`config.mk`:
```
export PLATFORM = sky130hd
export DESIGN_NAME = dma_eot_ctrl
export DESIGN_NICKNAME = d
export VERILOG_FILES = /design/src/rtl/dma_eot_pkg.sv /design/src/rtl/dma_eot_count.sv /design/src/rtl/dma_eot_addr.sv /design/src/rtl/dma_eot_sync.sv /design/src/rtl/dma_eot_fsm.sv /design/src/rtl/dma_eot_ctrl.sv
export SDC_FILE = /design/constraint.sdc
export NUM_CORES = 1
export LEC_CHECK = 0
export BUFFER_PORTS_ARGS = -buffer_cell sky130_fd_sc_hd__buf_2
export CORE_MARGIN = 10
export CORE_UTILIZATION = 55
export DETAILED_ROUTE_END_ITERATION = 6
export GPL_TIMING_DRIVEN = 0
export PLACE_DENSITY = 0.94
export SYNTH_ARGS = -nofsm -noshare
export SYNTH_HDL_FRONTEND = slang
export SYNTH_SLANG_ARGS = --single-unit
```
`constraint.sdc`:
```
create_clock -name clk -period 5.7 [get_ports clk]
set_input_delay 0.57 -clock clk [delete_from_list [all_inputs] [get_ports clk]]
set_output_delay 0.57 -clock clk [all_outputs]
set_load 0.005 [all_outputs]
```
`src/rtl/dma_eot_pkg.sv`:
```
package dma_eot_pkg;
   typedef enum logic [2:0] {
      ST_IDLE = 3'd0,
      ST_ARM  = 3'd1,
      ST_REQ  = 3'd2,
      ST_REL  = 3'd3,
      ST_END  = 3'd4
   } eot_state_t;
endpackage

```
`src/rtl/dma_eot_count.sv`:
```
module dma_eot_count #(
   parameter int CNT_W = 16,
   parameter int STEP  = 2
) (
   input  logic             clk,
   input  logic             rst_n,
   input  logic             load,
   input  logic [CNT_W-1:0] load_val,
   input  logic             step,
   output logic [CNT_W-1:0] count,
   output logic             last_word
);
   localparam logic [CNT_W-1:0] STEP_V = CNT_W'(STEP);

   always_ff @(posedge clk or negedge rst_n) begin
      if (!rst_n)    count <= '0;
      else if (load) count <= load_val;
      else if (step) count <= (count > STEP_V) ? (count - STEP_V) : '0;
   end

   assign last_word = (count <= STEP_V);

   // Count must never grow on a step (no wrap below zero)
   p_no_wrap_r9: assert property (@(posedge clk) disable iff (!rst_n)
      ($past(step) && !$past(load)) |-> (count <= $past(count)))
      else $error("count wrapped");
endmodule

```
`src/rtl/dma_eot_addr.sv`:
```
module dma_eot_addr #(
   parameter int ADDR_W = 32,
   parameter int STEP   = 2
) (
   input  logic              clk,
   input  logic              rst_n,
   input  logic              load,
   input  logic [ADDR_W-1:0] load_val,
   input  logic              step,
   output logic [ADDR_W-1:0] addr
);
   localparam logic [ADDR_W-1:0] STEP_V = ADDR_W'(STEP);

   always_ff @(posedge clk or negedge rst_n) begin
      if (!rst_n)    addr <= '0;
      else if (load) addr <= load_val;
      else if (step) addr <= addr + STEP_V;
   end

   // Address only moves on a load or a word step
   p_addr_hold_r2: assert property (@(posedge clk) disable iff (!rst_n)
      (!$past(step) && !$past(load)) |-> $stable(addr))
      else $error("address moved without a word");
endmodule

```
`src/rtl/dma_eot_sync.sv`:
```
module dma_eot_sync #(
   parameter int STAGES = 0
) (
   input  logic clk,
   input  logic rst_n,
   input  logic din,
   output logic dout
);
   generate
      if (STAGES == 0) begin : g_pass
         assign dout = din;
      end else begin : g_flops
         logic [STAGES-1:0] sr;
         always_ff @(posedge clk or negedge rst_n) begin
            if (!rst_n) sr <= '0;
            else        sr <= {sr[STAGES-2:0], din};
         end
         assign dout = sr[STAGES-1];
      end
   endgenerate
endmodule

```
`src/rtl/dma_eot_fsm.sv`:
```
module dma_eot_fsm
   import dma_eot_pkg::*;
(
   input  logic clk,
   input  logic rst_n,
   input  logic enable,
   input  logic cnt_stop,
   input  logic short_stop,
   input  logic rx_dir,
   input  logic word_ready,
   input  logic short_end,
   input  logic last_word,
   input  logic grant,
   output logic load,
   output logic step,
   output logic bus_req,
   output logic done,
   output logic irq
);
   eot_state_t st, nxt;
   logic en_q, end_pend, set_end, hit;

   assign hit = (cnt_stop & last_word) | (short_stop & rx_dir & short_end);

   always_comb begin
      nxt     = st;
      load    = 1'b0;
      step    = 1'b0;
      set_end = 1'b0;
      if (!enable) begin
         nxt = ST_IDLE;
      end else begin
         case (st)
            ST_IDLE: if (!en_q) begin nxt = ST_ARM; load = 1'b1; end
            ST_ARM:  if (word_ready) nxt = ST_REQ;
            ST_REQ:  if (grant) begin step = 1'b1; nxt = ST_REL; end
            ST_REL:  if (!grant) begin
                        if (end_pend) begin nxt = ST_END; set_end = 1'b1; end
                        else nxt = ST_ARM;
                     end
            ST_END:  nxt = ST_END;
            default: nxt = ST_IDLE;
         endcase
      end
   end

   always_ff @(posedge clk or negedge rst_n) begin
      if (!rst_n) begin
         st       <= ST_IDLE;
         en_q     <= 1'b0;
         end_pend <= 1'b0;
         done     <= 1'b0;
         irq      <= 1'b0;
      end else begin
         st   <= nxt;
         en_q <= enable;
         irq  <= set_end;
         if (load)      end_pend <= 1'b0;
         else if (step) end_pend <= hit;
         if (load)         done <= 1'b0;
         else if (set_end) done <= 1'b1;
      end
   end

   assign bus_req = enable && (st == ST_REQ);

   p_req_after_release_r7: assert property (@(posedge clk) disable iff (!rst_n)
      $rose(bus_req) |-> !grant) else $error("request while granted");
   p_irq_pulse_r8: assert property (@(posedge clk) disable iff (!rst_n)
      irq |=> !irq) else $error("interrupt longer than one cycle");
   p_quiet_off_r5: assert property (@(posedge clk) disable iff (!rst_n)
      !enable |=> !irq) else $error("interrupt after disable");
   p_done_clear_r1: assert property (@(posedge clk) disable iff (!rst_n)
      $fell(done) |-> $past(load)) else $error("done cleared without restart");
   p_irq_with_done_r10: assert property (@(posedge clk) disable iff (!rst_n)
      irq |-> done) else $error("interrupt without done");
endmodule

```
`src/rtl/dma_eot_ctrl.sv`:
```
module dma_eot_ctrl #(
   parameter int CNT_W        = 16,
   parameter int ADDR_W       = 32,
   parameter int WORD_BYTES   = 2,
   parameter int GRANT_SYNC   = 0
) (
   input  logic              clk,
   input  logic              rst_n,
   input  logic              cfg_enable,
   input  logic              cfg_cnt_stop,
   input  logic              cfg_short_stop,
   input  logic              cfg_rx_dir,
   input  logic [CNT_W-1:0]  cfg_byte_count,
   input  logic [ADDR_W-1:0] cfg_base_addr,
   input  logic              ep_word_ready,
   input  logic              ep_short_end,
   output logic              bus_req,
   input  logic              bus_grant,
   output logic              word_strobe,
   output logic [ADDR_W-1:0] mem_addr,
   output logic [CNT_W-1:0]  bytes_left,
   output logic              xfer_done,
   output logic              xfer_irq
);
   generate
      if (CNT_W < 2 || CNT_W > 32) begin : g_bad_cnt
         $error("CNT_W out of range");
      end
      if (ADDR_W < 2) begin : g_bad_addr
         $error("ADDR_W too small");
      end
      if (WORD_BYTES < 1 || WORD_BYTES >= (1 << (CNT_W - 1))) begin : g_bad_word
         $error("WORD_BYTES out of range");
      end
      if (GRANT_SYNC < 0 || GRANT_SYNC > 3) begin : g_bad_sync
         $error("GRANT_SYNC out of range");
      end
   endgenerate

   logic grant_s, load, step, last_word;

   dma_eot_sync #(.STAGES(GRANT_SYNC)) u_sync (
      .clk(clk), .rst_n(rst_n), .din(bus_grant), .dout(grant_s));

   dma_eot_fsm u_fsm (
      .clk(clk), .rst_n(rst_n), .enable(cfg_enable),
      .cnt_stop(cfg_cnt_stop), .short_stop(cfg_short_stop), .rx_dir(cfg_rx_dir),
      .word_ready(ep_word_ready), .short_end(ep_short_end), .last_word(last_word),
      .grant(grant_s), .load(load), .step(step), .bus_req(bus_req),
      .done(xfer_done), .irq(xfer_irq));

   dma_eot_count #(.CNT_W(CNT_W), .STEP(WORD_BYTES)) u_count (
      .clk(clk), .rst_n(rst_n), .load(load), .load_val(cfg_byte_count),
      .step(step), .count(bytes_left), .last_word(last_word));

   dma_eot_addr #(.ADDR_W(ADDR_W), .STEP(WORD_BYTES)) u_addr (
      .clk(clk), .rst_n(rst_n), .load(load), .load_val(cfg_base_addr),
      .step(step), .addr(mem_addr));

   assign word_strobe = step;
endmodule

```
==> impl_results.md, run 1 <==
- Pleak: 1.662 nW
- Worst Slack Setup Final: 3.095 ns
- DRC viols: 0
- Postcts setup bufs: 0
- Skew final: 0.01488 ns
- Clk Latency, worst-skew pair: 0.32 ns
- Worst-case reg-to-reg path depth: 7
- Critical-path cell list: buf_2 -> and4bb_2 -> nand2_4 -> clkinv_2 -> buf_2 -> buf_2
- Final HPWL from detailed placement: 7814 microns
- Syn Inst Count: 356
- Yosys Warn Count: 0
- Ys async rst share: 100.0%
- Mean post-synth cell area: 9.011 sq um
- Critical path class: reg2out
- Avg WL per Cell: 19.95 microns
- Slowest stage delay, CP: 0.40 ns
- Final Power: 1.153 mW
- Die W: 96.38 microns
- Final Max Tran Viols: 0
- CTS Sinks: 55
- GRT Overall Usage: 23.18%
- Main synth FF type: dfrtp_1
- Root Driver: clkbuf_8
- Maximum net fanout on the critical path: 10
- Sequential element share of the synthesized area: 42.90%
- Worst EP arrival: 2.03 ns
- Worst Tran Pin Value: 1.024 ns
- CTS buffer count: 5
- Max cap viols: 0
- Mapped Area: 3208 sq um
- Core area: 5574 sq um
- # setup viols final: 0
- DRT Pass-1 Iters: 5
- Power per cell area: 290.9 nW/um^2
- Post-synth net total: 415
- DR vias: 3450
- Cell mode on critical path: buf_2
- DP Worst Slack: 3.334 ns
- WL final: 10850 microns
- Worst Setup End Kind: output port
- Tightest Hold Check Type: in2async
- CP max stage cell: and4bb_2
- Setup TNS: 0 ns
- Tmin final: 2.605 ns
- FMAX: 0.3839 GHz
- Cell Rows: 27
- Congestion Overflow GR: 0
- EDFF count, synth: 0
- Status: complete, no violations
- RR Endpoint: u_addr.addr[21]
- # IOs: 109
- Share of layout cells above drive strength 1: 29.03%
- Hold slack: 0.1584 ns
- RSZ-0062 raised after global routing: false
- Worst r2r src: u_addr.addr[1]
- DRT iter0 DRCs: 364
- Area growth, synth to finish: 23.60%
- Worst Path Buf+Inv: 4
- ANT cells: 0
- CTS tree: built
- H-tree Lvls: 2
- Synth unique cells: 55
- Hold_buf cts: 0
- Slack of the worst reg-to-reg path: 3.18 ns
- Gpl congestion: 0.9102
- Port bufs: 108
- Pin count of the biggest net entering global routing: 56
- Antenna Nets Post-Route: 0
- Initial antenna violation count: 0
- Initial Util: 57.55%
- Clk pin slew, worst setup/hold paths: 0.11 ns
- Fin nets: 531
- Setup crit start kind: flip-flop
- Critical path's top delay family: buffers and inverters
- CTS Buffer Depth: 2
- Crit path launch: u_fsm.st[0]
- Vias per cell: 6.342
- Post_cts resized: 0
- Maximum vdd ir drop: 0.1855 mV
- Crit path required time: 5.13 ns
- Vert. Die Dim: 96.38 microns
- Vias in the first global route: 3413
- Register bit total from synthesis: 55
- Fin. Hold Viols: 0
- Global-route wire length before repair: 17150 microns
- Final cycle utilization of the critical path: 45.70%
- Die area: 9288 sq um
- Worst relative slew slack: 31.11%
[registers in the layout (all words and copies together), names as in the netlist]
name	count
u_addr.addr	32
u_count.count	16
u_fsm.en_q	1
u_fsm.done	1
u_fsm.end_pend	1
u_fsm.st	3
u_fsm.irq	1
[synth_stat cells (all sizes together), types with 3 or more instances]
library cell,count,area [sq um]
a211oi,7,52.55
a21oi,4,23.77
a22oi,8,60.06
a311oi,4,35.03
a31oi,4,25.02
and2,5,32.53
and3,6,42.54
and4,7,63.81
buf,7,33.78
clkbuf,9,33.78
dfrtp,55,1376
inv,9,33.78
mux2i,5,50.05
nand2,43,171.4
nand2b,4,32.53
nand3,24,120.1
nand4,10,62.56
nand4b,3,26.28
nor2,30,112.6
nor3,14,70.07
nor4,11,117.6
o211ai,3,22.52
o21a,4,30.03
o21ai,27,135.1
o22ai,4,25.02
o311ai,5,43.79
or3,4,25.02
or4,6,45.04
xnor2,11,96.34
xor2,7,61.31
[through the flow]
stage / instance area (sq um) / std cells / util (%)
global route: 3965 / 544 / 71.13
floorplan: 3208 / 356 / -
CTS: 3945 / 543 / 70.77
detailed placement: 3839 / 536 / 68.87
global placement: 3839 / 536 / 68.87
finish: 3965 / 544 / 71.13
[per-layer routing]
metal  track usage [%]  up-vias  wire (microns)  part of all wire [%]
li1                  -     1556               -                     -
met1             28.16     1606            4084                    38
met2             38.79      237            5219                    48
met3             6.014       51            1125                    10
met4             8.596        0             420                   3.9
met5                 0        -               0                     0
[kinds of logic after synthesis]
| group | share of synthesized area (%) |
|---|---|
| AOI/OAI and AO/OA | 16.07 |
| xor gates and xnor gates | 4.914 |
| adders and majority gates | 0.7799 |
| buffers and inverters | 3.315 |
| DFF | 42.90 |
| muxes | 1.560 |
| and+or+nand+nor | 30.46 |
[report_power, final]
part           switching (mW)  internal (mW)
clock                   0.135          0.129
combinational           0.169          0.151
sequential              0.110          0.459
[cell usage in the layout (no fill, tap or decap), types with 5 or more instances in the layout]
cell,instances
inv_1,9
dfrtp_1,55
nand4_1,10
xnor2_1,11
xor2_1,7
a211oi_1,7
a22oi_1,8
buf_2,114
and4_1,6
nand2_1,41
clkbuf_1,9
or4_1,6
mux2i_1,5
o21ai_1,8
nor4_1,6
nor3_1,14
clkbuf_8,5
nand3_1,24
o21ai_0,19
nor2_1,30
and3_1,5
[area by class of cell]
cell class,count,area [sq um]
timing repair buffer,109,560.5
clock inverter,2,37.54
fill,447,1609
inverter,10,38.79
multi-input combinational,275,1725
buffer,16,67.56
sequential,55,1376
tap,72,90.09
clock buffer,5,68.82
[how the worst max path moves through the flow]
stage | to | slack, ns | depth (start not counted)
3_5_place_dp | u_addr.addr[21] | 3.33 | 7
2_1_floorplan | u_addr.addr[26] | 3.80 | 5
6_report | word_strobe | 3.10 | 6
4_1_cts | word_strobe | 3.14 | 6
5_1_grt | u_addr.addr[21] | 3.02 | 7
3_3_place_gp | u_addr.addr[23] | 3.40 | 7
Note: power is estimated with default switching activity, not from simulation.
==> run 2: changes to the inputs <==
--- a/config.mk
+++ b/config.mk
@@ -5,12 +5,13 @@
 export SDC_FILE = /design/constraint.sdc
 export NUM_CORES = 1
 export LEC_CHECK = 0
+export ABC_AREA = 1
 export BUFFER_PORTS_ARGS = -buffer_cell sky130_fd_sc_hd__buf_2
 export CORE_MARGIN = 10
-export CORE_UTILIZATION = 55
+export CORE_UTILIZATION = 53
 export DETAILED_ROUTE_END_ITERATION = 6
 export GPL_TIMING_DRIVEN = 0
-export PLACE_DENSITY = 0.94
+export PLACE_DENSITY = 0.89
 export SYNTH_ARGS = -nofsm -noshare
 export SYNTH_HDL_FRONTEND = slang
 export SYNTH_SLANG_ARGS = --single-unit
==> constraint.sdc (replaced) <==
create_clock -name clk -period 2.4 [get_ports clk]
set_input_delay 0.24 -clock clk [delete_from_list [all_inputs] [get_ports clk]]
set_output_delay 0.24 -clock clk [all_outputs]
set_load 0.005 [all_outputs]
==> impl_results.md, run 2 <==
- Status: finished, violations left (was complete, no violations)
- Failing checks: negative hold slack
- Final cycle utilization of the critical path: 85.05%
- Main synth FF type: dfrtp_1 (unchanged)
- Largest registers: u_addr.addr (32), u_count.count (16), u_fsm.st (3) (unchanged)
- Synth area leaders: dfrtp_1 36%, nand2_1 21%, nor2_1 11% (was dfrtp_1 43%, nand2_1 4.8%, nand3_1 3.7%)
- FMAX: 0.4899 GHz
- Final Max Tran Viols: 0 (unchanged)
- Congestion Overflow GR: 0 (unchanged)
- Pin count of the biggest net entering global routing: 56 (unchanged)
- ANT cells: 0 (unchanged)
- Cell mode on critical path: buf_2 (unchanged)
- Commonest cells after routing, fill and taps aside: 218 x nand2_1, 119 x buf_2, 109 x nor2_1 (was 114 x buf_2, 55 x dfrtp_1, 41 x nand2_1)
- Net Sw Power: 2.351 mW (was 0.4140 mW)
- CTS Buffer Depth: 2 (unchanged)
- Pleak: 2.408 nW (was 1.662 nW)
- DRC viols: 0 (unchanged)
- Ys async rst share: 100.0% (unchanged)
- DR vias: 4502 (was 3450)
- Max reg flops: 32 (unchanged)
- Reg with most FFs: u_addr.addr (unchanged)
- Worst EP arrival: 1.80 ns (was 2.03 ns)
- DRT iter0 DRCs: 323 (was 364)
- Share of layout cells above drive strength 1: 19.16% (was 29.03%)
- GRT Overall Usage: 22.82% (was 23.18%)
- Critical-path cell list: inv_1 -> nand2_1 -> nor2_2 -> nand2_2 -> inv_2 -> buf_2 -> buf_2 (was buf_2 -> and4bb_2 -> nand2_4 -> clkinv_2 -> buf_2 -> buf_2)
- Maximum net fanout on the critical path: 10 (unchanged)
- # placed instances: 830 (was 536)
- Hold slack: -0.04538 ns (was 0.1584 ns)
- Most frequent cell after synthesis: nand2_1 (was dfrtp_1)
- Fillcell total: 695 (was 447)
- Port bufs: 108 (unchanged)
- Comb power frac: 49.2% (was 27.8%)
- Setup TNS: 0 ns (unchanged)
- EDFF count, synth: 0 (unchanged)
- Die area: 11050 sq um (was 9288 sq um)
- Clk pin slew, worst setup/hold paths: 0.11 ns (about the same)
- Post-Layout Cell Count: 837 (was 544)
- DP Worst Slack: 0.5761 ns (was 3.334 ns)
- # setup viols final: 0 (unchanged)
- Post_cts resized: 0 (unchanged)
- Core area: 6907 sq um (was 5574 sq um)
- Share of the synthesized area in the top cell type: 35.84% (was 42.90%)
- Mean post-synth cell area: 6.134 sq um (was 9.011 sq um)
- CTS tree: built (unchanged)
- Tmin final: 2.041 ns
- Commonest non-fill, non-tap cell in the layout: nand2_1 (was buf_2)
- Top cell type by total area after synthesis: dfrtp_1 (unchanged)
- CP max stage cell: dfrtp_1 (was and4bb_2)
- Sequential element share of the synthesized area: 35.84% (was 42.90%)
- Slowest stage delay, CP: 0.46 ns (was 0.40 ns)
- Postcts setup bufs: 0 (unchanged)
- Clock power frac: 13.1% (was 22.9%)
- Vias in the first global route: 4337 (was 3413)
- Worst Tran Pin Value: 0.7256 ns (was 1.024 ns)
- Worst Setup End Kind: output port (unchanged)
- Worst Slack Setup Final: 0.3589 ns (was 3.095 ns)
- Initial antenna violation count: 0 (unchanged)
- Post-synth net total: 685 (was 415)
- Antenna Nets Post-Route: 0 (unchanged)
- Vert. Die Dim: 105.1 microns (was 96.38 microns)
- Yosys Warn Count: 0 (unchanged)
- Fin nets: 800 (was 531)
- Avg WL per Cell: 15.68 microns (was 19.95 microns)
- Max cap viols: 0 (unchanged)
- Switching fraction of total power: 48.14% (was 35.90%)
- Maximum vdd ir drop: 0.4893 mV (was 0.1855 mV)
- Fin. Hold Viols: 40 (was 0)
- RSZ-0062 raised after global routing: false (unchanged)
- Gpl congestion: 0.9778 (was 0.9102)
- Initial Util: 55.60% (was 57.55%)
- Area growth, synth to finish: 20.04% (was 23.60%)
- Skew final: 0.01352 ns (was 0.01488 ns)
- Power per cell area: 1059 nW/um^2 (was 290.9 nW/um^2)
- Global-route wire length before repair: 21020 microns (was 17150 microns)
- Synth unique cells: 29 (was 55)
- CTS buffer count: 5 (unchanged)
- Vias per cell: 5.379 (was 6.342)
- Final HPWL from detailed placement: 10070 microns (was 7814 microns)
- Cell Rows: 30 (was 27)
- Die W: 105.1 microns (was 96.38 microns)
- WL final: 13130 microns (was 10850 microns)
- Mapped Area: 3840 sq um (was 3208 sq um)
- Reg power frac: 37.8% (was 49.3%)
- DRT Pass-1 Iters: 5 (unchanged)
- Root Driver: clkbuf_8 (unchanged)
- Register bit total from synthesis: 55 (unchanged)
- Worst relative slew slack: 51.63% (was 31.11%)
- H-tree Lvls: 2 (unchanged)
- Commonest cells post-synth: 218 x nand2_1, 109 x nor2_1, 67 x inv_1 (was 55 x dfrtp_1, 41 x nand2_1, 30 x nor2_1)
- Tightest Hold Check Type: in2async (unchanged)
- Syn Inst Count: 626 (was 356)
- CTS Sinks: 55 (unchanged)
- Setup crit start kind: flip-flop (unchanged)
- Crit path required time: 2.16 ns (was 5.13 ns)
- # IOs: 109 (unchanged)
- Critical path class: reg2out (unchanged)
- Hold_buf cts: 0 (unchanged)
- Clk Latency, worst-skew pair: 0.32 ns (about the same)
- Internal Power: 2.533 mW (was 0.7394 mW)
==> run 2: cell count changes after synthesis, sizes merged, moves of 10 or more <==
cell / before / now
nand2: 43 / 220
nor2: 30 / 113
inv: 9 / 71
nand3: 24 / 55
o21ai: 27 / 39
nor4: 11 / 0
xnor2: 11 / 1
==> run 2: routing by layer <==
| metal | share of wire, % | vias up | global-route usage (%) | routed length, microns |
|---|---|---|---|---|
| met4 | 2.7 | 0 | 8.431 | 359 |
| li1 | - | 2195 | - | - |
| met5 | 0 | - | 0 | 0 |
| met1 | 41 | 2051 | 27.84 | 5393 |
| met3 | 8.7 | 33 | 5.037 | 1140 |
| met2 | 47 | 223 | 38.39 | 6234 |
==> run 2: area by class of cell <==
type / instances / area (sq um) / area share (%)
buffer: 17 / 82.58 / 1.792
clock buffer: 5 / 68.82 / 1.493
clock inverter: 2 / 37.54 / 0.8143
inverter: 72 / 270.3 / 5.863
multi-input combinational: 482 / 2111 / 45.79
sequential: 55 / 1376 / 29.86
tap: 96 / 120.1 / 2.606
timing repair buffer: 108 / 543.0 / 11.78
==> run 2: critical path, delay by kind of cell (launching register included) <==
kind / cells / cell delay [ns]
AND/OR/NAND/NOR: 3 / 0.27
buffers and inverters: 4 / 0.75
flip-flops: 1 / 0.46
==> run 2: worst paths after layout <==
path | start | cells after the start | endpoint | slack (ns)
max in group asynchronous | rst_n | 1 | u_addr.addr[13] | 1.94
hold / removal | rst_n | 1 | u_addr.addr[1] | -0.05
setup reg to reg | u_addr.addr[2] | 10 | u_addr.addr[31] | 0.54
setup / recovery | u_fsm.st[2] | 7 | word_strobe | 0.36
min in group clk | cfg_enable | 1 | u_fsm.en_q | 0.10
hold reg to reg | u_addr.addr[0] | 2 | u_addr.addr[0] | 0.49
==> run 2: power by group through the flow <==
| stage | Clock (mW) | Sequential, mW | Combinational (mW) |
|---|---|---|---|
| global route | 0.679 | 1.90 | 2.73 |
| detailed placement | 0 | 1.83 | 2.38 |
| finish | 0.639 | 1.84 | 2.40 |
| global placement | 0 | 1.81 | 2.32 |
| floorplan | 0 | 1.75 | 1.50 |
| CTS | 0.637 | 1.82 | 2.40 |
==> run 2: cell families after synthesis <==
| kind of cell | share of synthesized area (%) |
|---|---|
| compound gates | 9.938 |
| flops | 35.84 |
| simple gates | 43.70 |
| fa+ha+maj | 0.6516 |
| xor+xnor | 0.6844 |
| buf+inv | 9.188 |
==> run 2: per-stage QoR <==
stage	hold slack [ns]	util, %	instance area, sq um	power (mW)
6_report	-0.04538	66.74	4609	4.884
3_3_place_gp	0.4158	65.16	4501	4.125
5_1_grt	0.02928	66.74	4609	5.309
3_5_place_dp	0.4239	65.16	4501	4.211
4_1_cts	0.09111	66.70	4607	4.850
2_1_floorplan	-0.05559	-	3840	3.246
